<file path="src/rtl/pv_pkg.sv">
package pv_pkg;
  localparam int CMD_W     = 6;
  localparam int CODE_W    = 4;
  localparam int DATA_BITS = 14;
  localparam int WORD_W    = 12;
  localparam int FRAME_LEN = 16;

  typedef enum logic [CODE_W-1:0] {
    OP_LOAD  = 4'h2,
    OP_READ  = 4'h4,
    OP_INCR  = 4'h6,
    OP_BPROG = 4'h8,
    OP_ERASE = 4'h9,
    OP_EPROG = 4'hE
  } op_e;

  typedef enum logic [1:0] {
    FR_IDLE = 2'd0,
    FR_LOAD = 2'd1,
    FR_READ = 2'd2
  } frame_st_e;
endpackage

</file>
<file path="src/rtl/pv_pin_sync.sv">
module pv_pin_sync #(
  parameter int N      = 2,
  parameter int STAGES = 2
) (
  input  logic         clk_i,
  input  logic         rst_ni,
  input  logic [N-1:0] pin_i,
  output logic [N-1:0] sync_o
);
  for (genvar g = 0; g < N; g++) begin : g_bit
    logic [STAGES-1:0] chain_q;
    always_ff @(posedge clk_i or negedge rst_ni) begin
      if (!rst_ni) chain_q <= '0;
      else         chain_q <= {chain_q[STAGES-2:0], pin_i[g]};
    end
    assign sync_o[g] = chain_q[STAGES-1];
  end
endmodule

</file>
<file path="src/rtl/pv_cmd_rx.sv">
module pv_cmd_rx #(
  parameter int CMD_W = 6
) (
  input  logic             clk_i,
  input  logic             rst_ni,
  input  logic             clr_i,
  input  logic             en_i,
  input  logic             fall_i,
  input  logic             din_i,
  output logic             done_o,
  output logic [CMD_W-1:0] code_o
);
  localparam int CNT_W = $clog2(CMD_W + 1);
  localparam logic [CNT_W-1:0] LAST = CNT_W'(CMD_W - 1);

  logic [CMD_W-1:0] sr_q, sr_d;
  logic [CNT_W-1:0] cnt_q, cnt_d;
  logic             done_q, done_d;

  always_comb begin
    sr_d   = sr_q;
    cnt_d  = cnt_q;
    done_d = 1'b0;
    if (clr_i) begin
      sr_d  = '0;
      cnt_d = '0;
    end else if (en_i && fall_i) begin
      sr_d = {din_i, sr_q[CMD_W-1:1]};
      if (cnt_q == LAST) begin
        cnt_d  = '0;
        done_d = 1'b1;
      end else begin
        cnt_d = cnt_q + 1'b1;
      end
    end
  end

  always_ff @(posedge clk_i or negedge rst_ni) begin
    if (!rst_ni) begin
      sr_q   <= '0;
      cnt_q  <= '0;
      done_q <= 1'b0;
    end else begin
      sr_q   <= sr_d;
      cnt_q  <= cnt_d;
      done_q <= done_d;
    end
  end

  assign done_o = done_q;
  assign code_o = sr_q;
endmodule

</file>
<file path="src/rtl/pv_frame.sv">
module pv_frame
  import pv_pkg::*;
#(
  parameter int DATA_BITS = 14,
  parameter int WORD_W    = 12,
  parameter int FRAME_LEN = 16
) (
  input  logic              clk_i,
  input  logic              rst_ni,
  input  logic              clr_i,
  input  logic              start_load_i,
  input  logic              start_read_i,
  input  logic              rise_i,
  input  logic              fall_i,
  input  logic              din_i,
  input  logic [WORD_W-1:0] rd_word_i,
  output logic              busy_o,
  output logic              load_done_o,
  output logic [WORD_W-1:0] load_word_o,
  output logic              dout_o,
  output logic              oe_o
);
  localparam int CNT_W = $clog2(FRAME_LEN + 1);
  localparam int PAD_W = DATA_BITS - WORD_W;
  localparam logic [CNT_W-1:0] FIRST_BIT = CNT_W'(2);
  localparam logic [CNT_W-1:0] LAST_BIT  = CNT_W'(FRAME_LEN - 1);
  localparam logic [CNT_W-1:0] STOP_CLK  = CNT_W'(FRAME_LEN);

  frame_st_e            st_q, st_d;
  logic [CNT_W-1:0]     cnt_q, cnt_d, cnt_inc;
  logic [DATA_BITS-1:0] rx_q, rx_d, tx_q, tx_d, tx_full;
  logic [WORD_W-1:0]    word_q, word_d;
  logic                 done_q, done_d, dout_q, dout_d, oe_q, oe_d;

  assign cnt_inc = cnt_q + 1'b1;
  assign tx_full = {{PAD_W{1'b1}}, rd_word_i};

  always_comb begin
    st_d   = st_q;
    cnt_d  = cnt_q;
    rx_d   = rx_q;
    tx_d   = tx_q;
    word_d = word_q;
    done_d = 1'b0;
    dout_d = dout_q;
    oe_d   = oe_q;
    if (clr_i) begin
      st_d   = FR_IDLE;
      cnt_d  = '0;
      rx_d   = '0;
      tx_d   = '0;
      dout_d = 1'b0;
      oe_d   = 1'b0;
    end else begin
      case (st_q)
        FR_IDLE: begin
          cnt_d = '0;
          if (start_load_i)      st_d = FR_LOAD;
          else if (start_read_i) st_d = FR_READ;
        end
        FR_LOAD: begin
          if (fall_i) begin
            cnt_d = cnt_inc;
            if (cnt_inc >= FIRST_BIT && cnt_inc <= LAST_BIT)
              rx_d = {din_i, rx_q[DATA_BITS-1:1]};
            if (cnt_inc == STOP_CLK) begin
              word_d = rx_q[WORD_W-1:0];
              done_d = 1'b1;
              cnt_d  = '0;
              st_d   = FR_IDLE;
            end
          end
        end
        FR_READ: begin
          if (rise_i) begin
            cnt_d = cnt_inc;
            if (cnt_inc == FIRST_BIT) begin
              dout_d = tx_full[0];
              tx_d   = {1'b1, tx_full[DATA_BITS-1:1]};
              oe_d   = 1'b1;
            end else if (cnt_inc > FIRST_BIT && cnt_inc <= LAST_BIT) begin
              dout_d = tx_q[0];
              tx_d   = {1'b1, tx_q[DATA_BITS-1:1]};
            end else if (cnt_inc == STOP_CLK) begin
              oe_d   = 1'b0;
              dout_d = 1'b0;
            end
          end else if (fall_i && cnt_q == STOP_CLK) begin
            cnt_d = '0;
            st_d  = FR_IDLE;
          end
        end
        default: st_d = FR_IDLE;
      endcase
    end
  end

  always_ff @(posedge clk_i or negedge rst_ni) begin
    if (!rst_ni) begin
      st_q   <= FR_IDLE;
      cnt_q  <= '0;
      rx_q   <= '0;
      tx_q   <= '0;
      word_q <= '0;
      done_q <= 1'b0;
      dout_q <= 1'b0;
      oe_q   <= 1'b0;
    end else begin
      st_q   <= st_d;
      cnt_q  <= cnt_d;
      rx_q   <= rx_d;
      tx_q   <= tx_d;
      word_q <= word_d;
      done_q <= done_d;
      dout_q <= dout_d;
      oe_q   <= oe_d;
    end
  end

  assign busy_o      = (st_q != FR_IDLE);
  assign load_done_o = done_q;
  assign load_word_o = word_q;
  assign dout_o      = dout_q;
  assign oe_o        = oe_q;
endmodule

</file>
<file path="src/rtl/pv_serial_if.sv">
module pv_serial_if
  import pv_pkg::*;
#(
  parameter int SYNC_STAGES = 2
) (
  input  logic              clk_i,
  input  logic              rst_ni,
  input  logic              mode_en_i,
  input  logic              sclk_i,
  input  logic              sdat_i,
  output logic              sdat_o,
  output logic              sdat_oe_o,
  output logic              cmd_load_o,
  output logic              cmd_read_o,
  output logic              cmd_incr_o,
  output logic              cmd_bprog_o,
  output logic              cmd_eprog_o,
  output logic              cmd_erase_o,
  output logic [WORD_W-1:0] load_word_o,
  input  logic [WORD_W-1:0] rd_word_i
);
  logic [1:0]       pins_s;
  logic             sclk_s, sdat_s, sclk_prev_q;
  logic             sclk_rise, sclk_fall, clr;
  logic             cmd_done, frame_busy, start_load, start_read;
  logic [CMD_W-1:0] cmd_code;
  logic [3:0]       stb_q, stb_d;

  assign clr = !mode_en_i;

  pv_pin_sync #(.N(2), .STAGES(SYNC_STAGES)) u_sync (
    .clk_i  (clk_i),
    .rst_ni (rst_ni),
    .pin_i  ({sdat_i, sclk_i}),
    .sync_o (pins_s)
  );
  assign sclk_s = pins_s[0];
  assign sdat_s = pins_s[1];

  always_ff @(posedge clk_i or negedge rst_ni) begin
    if (!rst_ni) sclk_prev_q <= 1'b0;
    else         sclk_prev_q <= clr ? 1'b0 : sclk_s;
  end
  assign sclk_rise = sclk_s && !sclk_prev_q && mode_en_i;
  assign sclk_fall = !sclk_s && sclk_prev_q && mode_en_i;

  pv_cmd_rx #(.CMD_W(CMD_W)) u_cmd (
    .clk_i  (clk_i),
    .rst_ni (rst_ni),
    .clr_i  (clr),
    .en_i   (!frame_busy),
    .fall_i (sclk_fall),
    .din_i  (sdat_s),
    .done_o (cmd_done),
    .code_o (cmd_code)
  );

  // decode of the low nibble; upper command bits are don't-care
  always_comb begin
    start_load = 1'b0;
    start_read = 1'b0;
    stb_d      = '0; // {erase, eprog, bprog, incr}
    if (cmd_done && mode_en_i) begin
      case (cmd_code[CODE_W-1:0])
        OP_LOAD:  start_load = 1'b1;
        OP_READ:  start_read = 1'b1;
        OP_INCR:  stb_d[0]   = 1'b1;
        OP_BPROG: stb_d[1]   = 1'b1;
        OP_EPROG: stb_d[2]   = 1'b1;
        OP_ERASE: stb_d[3]   = 1'b1;
        default:  ;
      endcase
    end
  end

  logic read_stb_q;
  always_ff @(posedge clk_i or negedge rst_ni) begin
    if (!rst_ni) begin
      stb_q      <= '0;
      read_stb_q <= 1'b0;
    end else begin
      stb_q      <= stb_d;
      read_stb_q <= start_read;
    end
  end

  pv_frame #(
    .DATA_BITS (DATA_BITS),
    .WORD_W    (WORD_W),
    .FRAME_LEN (FRAME_LEN)
  ) u_frame (
    .clk_i        (clk_i),
    .rst_ni       (rst_ni),
    .clr_i        (clr),
    .start_load_i (start_load),
    .start_read_i (start_read),
    .rise_i       (sclk_rise),
    .fall_i       (sclk_fall),
    .din_i        (sdat_s),
    .rd_word_i    (rd_word_i),
    .busy_o       (frame_busy),
    .load_done_o  (cmd_load_o),
    .load_word_o  (load_word_o),
    .dout_o       (sdat_o),
    .oe_o         (sdat_oe_o)
  );

  assign cmd_read_o  = read_stb_q;
  assign cmd_incr_o  = stb_q[0];
  assign cmd_bprog_o = stb_q[1];
  assign cmd_eprog_o = stb_q[2];
  assign cmd_erase_o = stb_q[3];
endmodule

</file>
<file path="config.mk">
export PLATFORM = sky130hd
export DESIGN_NAME = pv_serial_if
export DESIGN_NICKNAME = d
export VERILOG_FILES = /design/src/rtl/pv_pkg.sv /design/src/rtl/pv_pin_sync.sv /design/src/rtl/pv_cmd_rx.sv /design/src/rtl/pv_frame.sv /design/src/rtl/pv_serial_if.sv
export SDC_FILE = /design/constraint.sdc
export NUM_CORES = 1
export LEC_CHECK = 0
export CORE_MARGIN = 5
export CORE_UTILIZATION = 30
export CTS_BUF_LIST = sky130_fd_sc_hd__clkbuf_4 sky130_fd_sc_hd__clkbuf_8
export CTS_CLUSTER_DIAMETER = 80
export DETAILED_ROUTE_END_ITERATION = 12
export PLACE_DENSITY_LB_ADDON = 0.2
export SYNTH_ARGS = -nofsm -noshare
export SYNTH_HDL_FRONTEND = slang
export SYNTH_SLANG_ARGS = --single-unit
</file>
<file path="constraint.sdc">
create_clock -name clk_i -period 6.6 [get_ports clk_i]
set_input_delay 1.32 -clock clk_i [delete_from_list [all_inputs] [get_ports clk_i]]
set_output_delay 1.32 -clock clk_i [all_outputs]
set_load 0.03 [all_outputs]
</file>
==> results of run 1 <==
==> path summary, 6_finish.rpt <==
check,slack [ns],cells past startpoint,end
setup / recovery,3.02,6,u_frame.cnt_q[0]$_DFFE_PN0P_
hold / removal,0.35,0,u_sync.g_bit[0].chain_q[1]$_DFF_PN0_
setup reg to reg,3.92,6,u_frame.tx_q[7]$_DFFE_PN0P_
hold reg to reg,0.35,0,u_sync.g_bit[0].chain_q[1]$_DFF_PN0_
max in group asynchronous,4.85,2,u_frame.rx_q[2]$_DFFE_PN0P_
min in group asynchronous,1.18,2,u_cmd.cnt_q[2]$_DFFE_PN0P_
==> cell families (layout without fill, tap and decap cells) <==
logic type / Yosys count / count (layout) / share of synthesized area (%)
DFF: 70 / 70 / 50.49
buffers and inverters: 27 / 61 / 3.894
AOI/OAI and AO/OA: 94 / 94 / 18.93
adders and majority gates: 7 / 7 / 2.524
and+or+nand+nor: 120 / 120 / 18.64
xor gates and xnor gates: 4 / 4 / 1.010
muxes: 14 / 14 / 4.508
==> through the flow <==
step / hold WS, ns / area (um^2) / power [W] / utilization (%) / setup slack, ns
floorplan: 0.3312 / 3470 / 0.0004524 / - / 4.022
global placement: 0.3330 / 3914 / 0.0004761 / 34.42 / 2.692
detailed placement: 0.3397 / 3914 / 0.0004765 / 34.42 / 2.630
CTS: 0.3551 / 4136 / 0.0008719 / 36.38 / 3.004
finish: 0.3544 / 4136 / 0.0008597 / 36.38 / 3.022
global route: 0.3587 / 4136 / 0.0008934 / 36.38 / 2.800
==> sequential cells by signal, indices dropped and copies added, names as in the netlist <==
register and cells:
cmd_read_o 1, sclk_prev_q 1, stb_q 4, u_cmd.cnt_q 3, u_cmd.code_o 6, u_cmd.done_o 1
u_frame.cnt_q 5, u_frame.dout_o 1, u_frame.load_done_o 1, u_frame.load_word_o 12, u_frame.oe_o 1, u_frame.rx_q 14
u_frame.st_q 2, u_frame.tx_q 14, u_sync.g_bit.chain_q 4
==> cell type report <==
type	instances	area (um^2)	share of cell area (%)
tap	143	178.9	4.325
multi-input combinational	239	1583	38.26
clock inverter	4	70.07	1.694
inverter	6	22.52	0.5445
timing repair buffer	39	377.9	9.135
clock buffer	12	152.6	3.690
sequential	70	1752	42.35
==> where the power goes <==
group | leakage, nW | switching (W) | internal, W
clock network | 0.117 | 0.000162 | 0.000231
registers | 0.965 | 0.00000256 | 0.000432
logic | 0.655 | 0.0000197 | 0.0000128
==> critical path, delay by kind of cell <==
family | cells | cell delay, ns
muxes | 1 | 0.29
buffers and inverters | 3 | 1.52
AOI/OAI and AO/OA | 2 | 0.67
==> layer usage <==
layer  routed length, um  track usage [%]  part of all wire [%]  up-vias
met5                   0                0                     0        -
met4                 131            4.373                   1.7        0
li1                    -                -                     -     1282
met1                3958            16.45                    51     1297
met3                 219            3.220                   2.8       13
met2                3484            17.54                    45       41
==> layout by cell type, fill, tap and decap left out, drive strengths merged, types with 3 or more instances in the layout <==
master and n:
nand2 46, a21oi 36, dfrtp 70, ha 7
clkbuf 12, a211oi 4, nor4b 4, xor2 3
mux2 13, a311oi 11, inv 5, buf 4
and2 4, a21o 3, o31ai 5, nand3b 3
o21ai 18, nand3 27, clkdlybuf4s50 35, clkinv 3
nor2b 3, nor2 11, and3 3, nand2b 5
==> results.cfg, run 1 <==
[drt]
vias = 2633
route.final.wire_length_um = 7793
viasPerCell = 5.133
drc = 0
drt_pre_antenna_iters = 4
drt.antenna.violating_nets = 0
detail_route.wl_per_cell_um = 15.19
first_iter_violations = 184

[critical_path]
start_kind = input port
endpoint_kind = flip-flop
crit_fanout = 35
critical_path.startpoint = mode_en_i
cpMaxStageDelayCell = sky130_fd_sc_hd__clkdlybuf4s50_1
criticalPathCategory = input port to flip-flop
worstPathArrival_ns = 3.82
crit_chain = clkdlybuf4s50_1, clkinv_1, buf_4, a21oi_1, a211oi_1, mux2_2
timing.critical_path.slowest_cell_delay_ns = 0.91
worst_ep_required_time_ns = 6.84
critical_path.reg2reg.startpoint = u_frame.cnt_q[1]$_DFFE_PN0P_

[synth]
ys.flop_type = sky130_fd_sc_hd__dfrtp_1
yosys_warnings = 0
synth_top_area_cell = sky130_fd_sc_hd__dfrtp_1
synth_sequential_area_ratio_pct = 50.49
syn_inst = 336
most_instantiated_library_cell_after_synthesis = sky130_fd_sc_hd__dfrtp_1
number_of_enable_flip_flop_cells_after_synthesis = 0
synthesis.area_per_instance_um2 = 10.33
syn-cell-area_um2 = 3470
yosysUniqueCellTypes = 59
ys_seq_elements = 70
ys_async_sr_fraction_pct = 100.0
synth.cells.most_frequent = sky130_fd_sc_hd__dfrtp_1 (70), sky130_fd_sc_hd__nand2_1 (46), sky130_fd_sc_hd__a21oi_1 (36)
synthTopCellsByArea = sky130_fd_sc_hd__dfrtp_1 (50%), sky130_fd_sc_hd__a21oi_1 (5.2%), sky130_fd_sc_hd__nand2_1 (5.0%), sky130_fd_sc_hd__mux2_2 (4.2%), sky130_fd_sc_hd__nand3_1 (3.8%)
syn-num-nets = 360
area_share_of_the_leading_cell_type_in_the_synthesized_netlist_pct = 50.49

[floorplan]
die_width_um = 117.5
floorplan.io_pins = 37
die_h_um = 117.5
floorplan.initialDensity_pct = 30.52
die-area_um2 = 13820
design.core.area_um2 = 11370
placementRows = 39

[grt]
grt_use_total_pct = 11.82
first_global_vias = 2620
grt_start_max_net_pins = 71
grt_pass1_wl_um = 13610
overflow = 0
initial_antenna_violation_count = 0

[placement]
place_hpwl_um = 5015
io_buffer_count = 36
dp_cells = 497
globalplace.congestion = 0.7793

[final_layout]
finish.net_count = 389
layout.cells.non_filler = 513
nFillCells = 1143
layout-area-overhead-vs-synth_pct = 19.22
n_antenna_cell = 0
post_route_cells_drive_above_1_share_pct = 13.24

[cts]
clockBufferDepth = 2
cts_root_buf = sky130_fd_sc_hd__clkbuf_8
cts_tree = yes
cts_post_setup_buffers_inserted = 0
clock_network_latency_to_the_later_pin_of_the_worst_skew_pair_ns = 0.35
holdBufCountCts = 0
tritoncts_num_sinks = 70
cts_buffers = 9
clk_pin_slew_ns = 0.07
cts-htree-levels = 3
cts.repair.resized = 0

[timing]
period_share_pct = 54.22
setup_viol_count_final = 0
worst_slew_pin_slew_ns = 1.095
report.final.slew_viol_count = 0
fmax_mhz = 279.5
timing_hold_violations_final = 0
worst_slew_margin_rel_pct = 26.98
post-route-min-period_ns = 3.578
sum_of_negative_setup_slack_ns = 0
worst_clock_skew_ns = 0.01200
rsz0062_at_grt = false

[power]
worst_ir_drop_vdd_mv = 0.09372
power_per_cell_area_nw_per_um2 = 207.8
leakage_nw = 1.738

[flow_run]
timing.max_cap.violations = 0

[worst_hold_path]
timing.hold.worst.class = flip-flop to flip-flop
min-delay-start = u_sync.g_bit[0].chain_q[0]$_DFF_PN0_

[run_status]
run_status = completed
Note: power is estimated with default switching activity, not from simulation.
==> inputs of run 2 (changes only) <==
==> constraint.sdc (replaced) <==
create_clock -name clk_i -period 3 [get_ports clk_i]
set_input_delay 0.6 -clock clk_i [delete_from_list [all_inputs] [get_ports clk_i]]
set_output_delay 0.6 -clock clk_i [all_outputs]
set_load 0.03 [all_outputs]
==> run 2 against run 1 <==
  * Clock-buffer cell count unchanged
  * Cell area up 0.57%
  * Critical path depth unchanged
  * Sequential power up 120%
  * Utilization up 0.21 points
  * Power up 110%
  * Largest cell class unchanged
==> results.cfg, run 2 (synthesis gave the netlist of run 1 again) <==
[run_status]
run_status = completed

[critical_path]
endpoint_kind = flip-flop
crit_fanout = 14
critical_path.startpoint = u_frame.cnt_q[0]$_DFFE_PN0P_
start_kind = flip-flop
criticalPathCategory = flip-flop to flip-flop
worst_ep_required_time_ns = 3.28
worstPathArrival_ns = 2.76
critical_path.reg2reg.startpoint = u_frame.cnt_q[0]$_DFFE_PN0P_

[timing]
worst_slew_pin_slew_ns = 0.9407
post-route-min-period_ns = 2.481
worst_clock_skew_ns = 0.01046
timing_hold_violations_final = 0
worst_slew_margin_rel_pct = 37.01
report.final.slew_viol_count = 0
fmax_mhz = 403.1
setup_viol_count_final = 0
rsz0062_at_grt = false
period_share_pct = 82.69
sum_of_negative_setup_slack_ns = 0

[cts]
clockBufferDepth = 2
cts_post_setup_buffers_inserted = 0
cts_root_buf = sky130_fd_sc_hd__clkbuf_8
cts_buffers = 9
clock_network_latency_to_the_later_pin_of_the_worst_skew_pair_ns = 0.35
cts-htree-levels = 3
cts.repair.resized = 0
tritoncts_num_sinks = 70
cts_tree = yes
clk_pin_slew_ns = 0.08
holdBufCountCts = 0

[final_layout]
finish.net_count = 393
layout.cells.non_filler = 517
post_route_cells_drive_above_1_share_pct = 14.17
post-route-util_pct = 36.59
layout.cells.most_common_list = sky130_fd_sc_hd__dfrtp_1 (70), sky130_fd_sc_hd__nand2_1 (46), sky130_fd_sc_hd__a21oi_1 (36)
nFillCells = 1128
layout-area-overhead-vs-synth_pct = 19.91
n_antenna_cell = 0
layout_commonest_cell = sky130_fd_sc_hd__dfrtp_1

[placement]
place_hpwl_um = 5235
globalplace.congestion = 0.7717
io_buffer_count = 36
dp_cells = 501

[power]
clock_power_share_pct = 43.2
p_int_w = 0.001415
p_comb_share_pct = 4.2
worst_ir_drop_vdd_mv = 0.2382
switching_share_pct = 22.03
netSwitchingPower_w = 0.0004000
power_per_cell_area_nw_per_um2 = 436.3
seq_power_share_pct = 52.6
leakage_nw = 1.754

[drt]
detail_route.wl_per_cell_um = 15.24
drc = 0
route.final.wire_length_um = 7879
drt_pre_antenna_iters = 4
drt.antenna.violating_nets = 0
viasPerCell = 5.122
first_iter_violations = 177
vias = 2648

[grt]
overflow = 0
grt_pass1_wl_um = 13820
met3_usage_grt_pct = 2.739
global_route.usage.met1_pct = 16.48
grt_start_max_net_pins = 48
first_global_vias = 2666
grt_use_total_pct = 11.97
globalRouteMet2Util_pct = 18.35
initial_antenna_violation_count = 0
busiest_layer = met2

[floorplan]
placementRows = 39
die_width_um = 117.5
die-area_um2 = 13820
floorplan.io_pins = 37
die_h_um = 117.5
floorplan.initialDensity_pct = 30.52
design.core.area_um2 = 11370

[worst_hold_path]
timing.hold.worst.class = input port to async pin

[flow_run]
timing.max_cap.violations = 0
[run 2: metal layers]
layer | vias up | share of wire (%)
met5 | - | 0
met1 | 1294 | 47
met2 | 52 | 47
li1 | 1288 | -
met3 | 14 | 3.2
met4 | 0 | 2.0
[run 2: final timing paths]
kind,endpoint,slack [ns],cells after the start
worst max-delay path,u_frame.rx_q[8]$_DFFE_PN0P_,0.52,6
worst min-delay path,u_frame.rx_q[7]$_DFFE_PN0P_,0.25,1
worst max register to register,u_frame.rx_q[8]$_DFFE_PN0P_,0.52,6
worst min register to register,u_sync.g_bit[1].chain_q[1]$_DFF_PN0_,0.35,0
max in group asynchronous,u_frame.tx_q[12]$_DFFE_PN0P_,2.08,2
min in group clk_i,u_sync.g_bit[1].chain_q[1]$_DFF_PN0_,0.35,0
[run 2: cell type report]
type | count | area [um^2] | area share, %
timing repair buffer | 43 | 420.4 | 10.11
sequential | 70 | 1752 | 42.11
clock buffer | 12 | 158.9 | 3.820
tap | 143 | 178.9 | 4.301
multi-input combinational | 239 | 1583 | 38.05
inverter | 6 | 22.52 | 0.5414
clock inverter | 4 | 45.04 | 1.083
[run 2: power groups by stage]
stage	sequential, W	combinational [W]	clock, W
floorplan	0.000975	0.0000205	0
global placement	0.000973	0.0000774	0
detailed placement	0.000974	0.0000782	0
CTS	0.000955	0.0000787	0.000816
global route	0.000956	0.0000852	0.000858
finish	0.000956	0.0000761	0.000783
[run 2: critical path, cell delays in order (launching register included)]
cell and delay, ns:
sky130_fd_sc_hd__dfrtp_1 0.50, sky130_fd_sc_hd__inv_1 0.15, sky130_fd_sc_hd__ha_1 0.39, sky130_fd_sc_hd__or4_4 0.56, sky130_fd_sc_hd__o211ai_1 0.45, sky130_fd_sc_hd__o21ai_0 0.19, sky130_fd_sc_hd__a21oi_1 0.18
[run 2: metrics by stage]
step           total power [W]  area, um^2  setup slack (ns)  hold WS (ns)
2_1_floorplan        0.0009954        3470            0.7534        0.3044
6_report              0.001815        4160            0.5193        0.2505
3_3_place_gp          0.001051        3956            0.5712        0.3334
4_1_cts               0.001850        4160            0.5297        0.2684
3_5_place_dp          0.001052        3956            0.5648        0.3363
5_1_grt               0.001899        4160            0.2017        0.2838
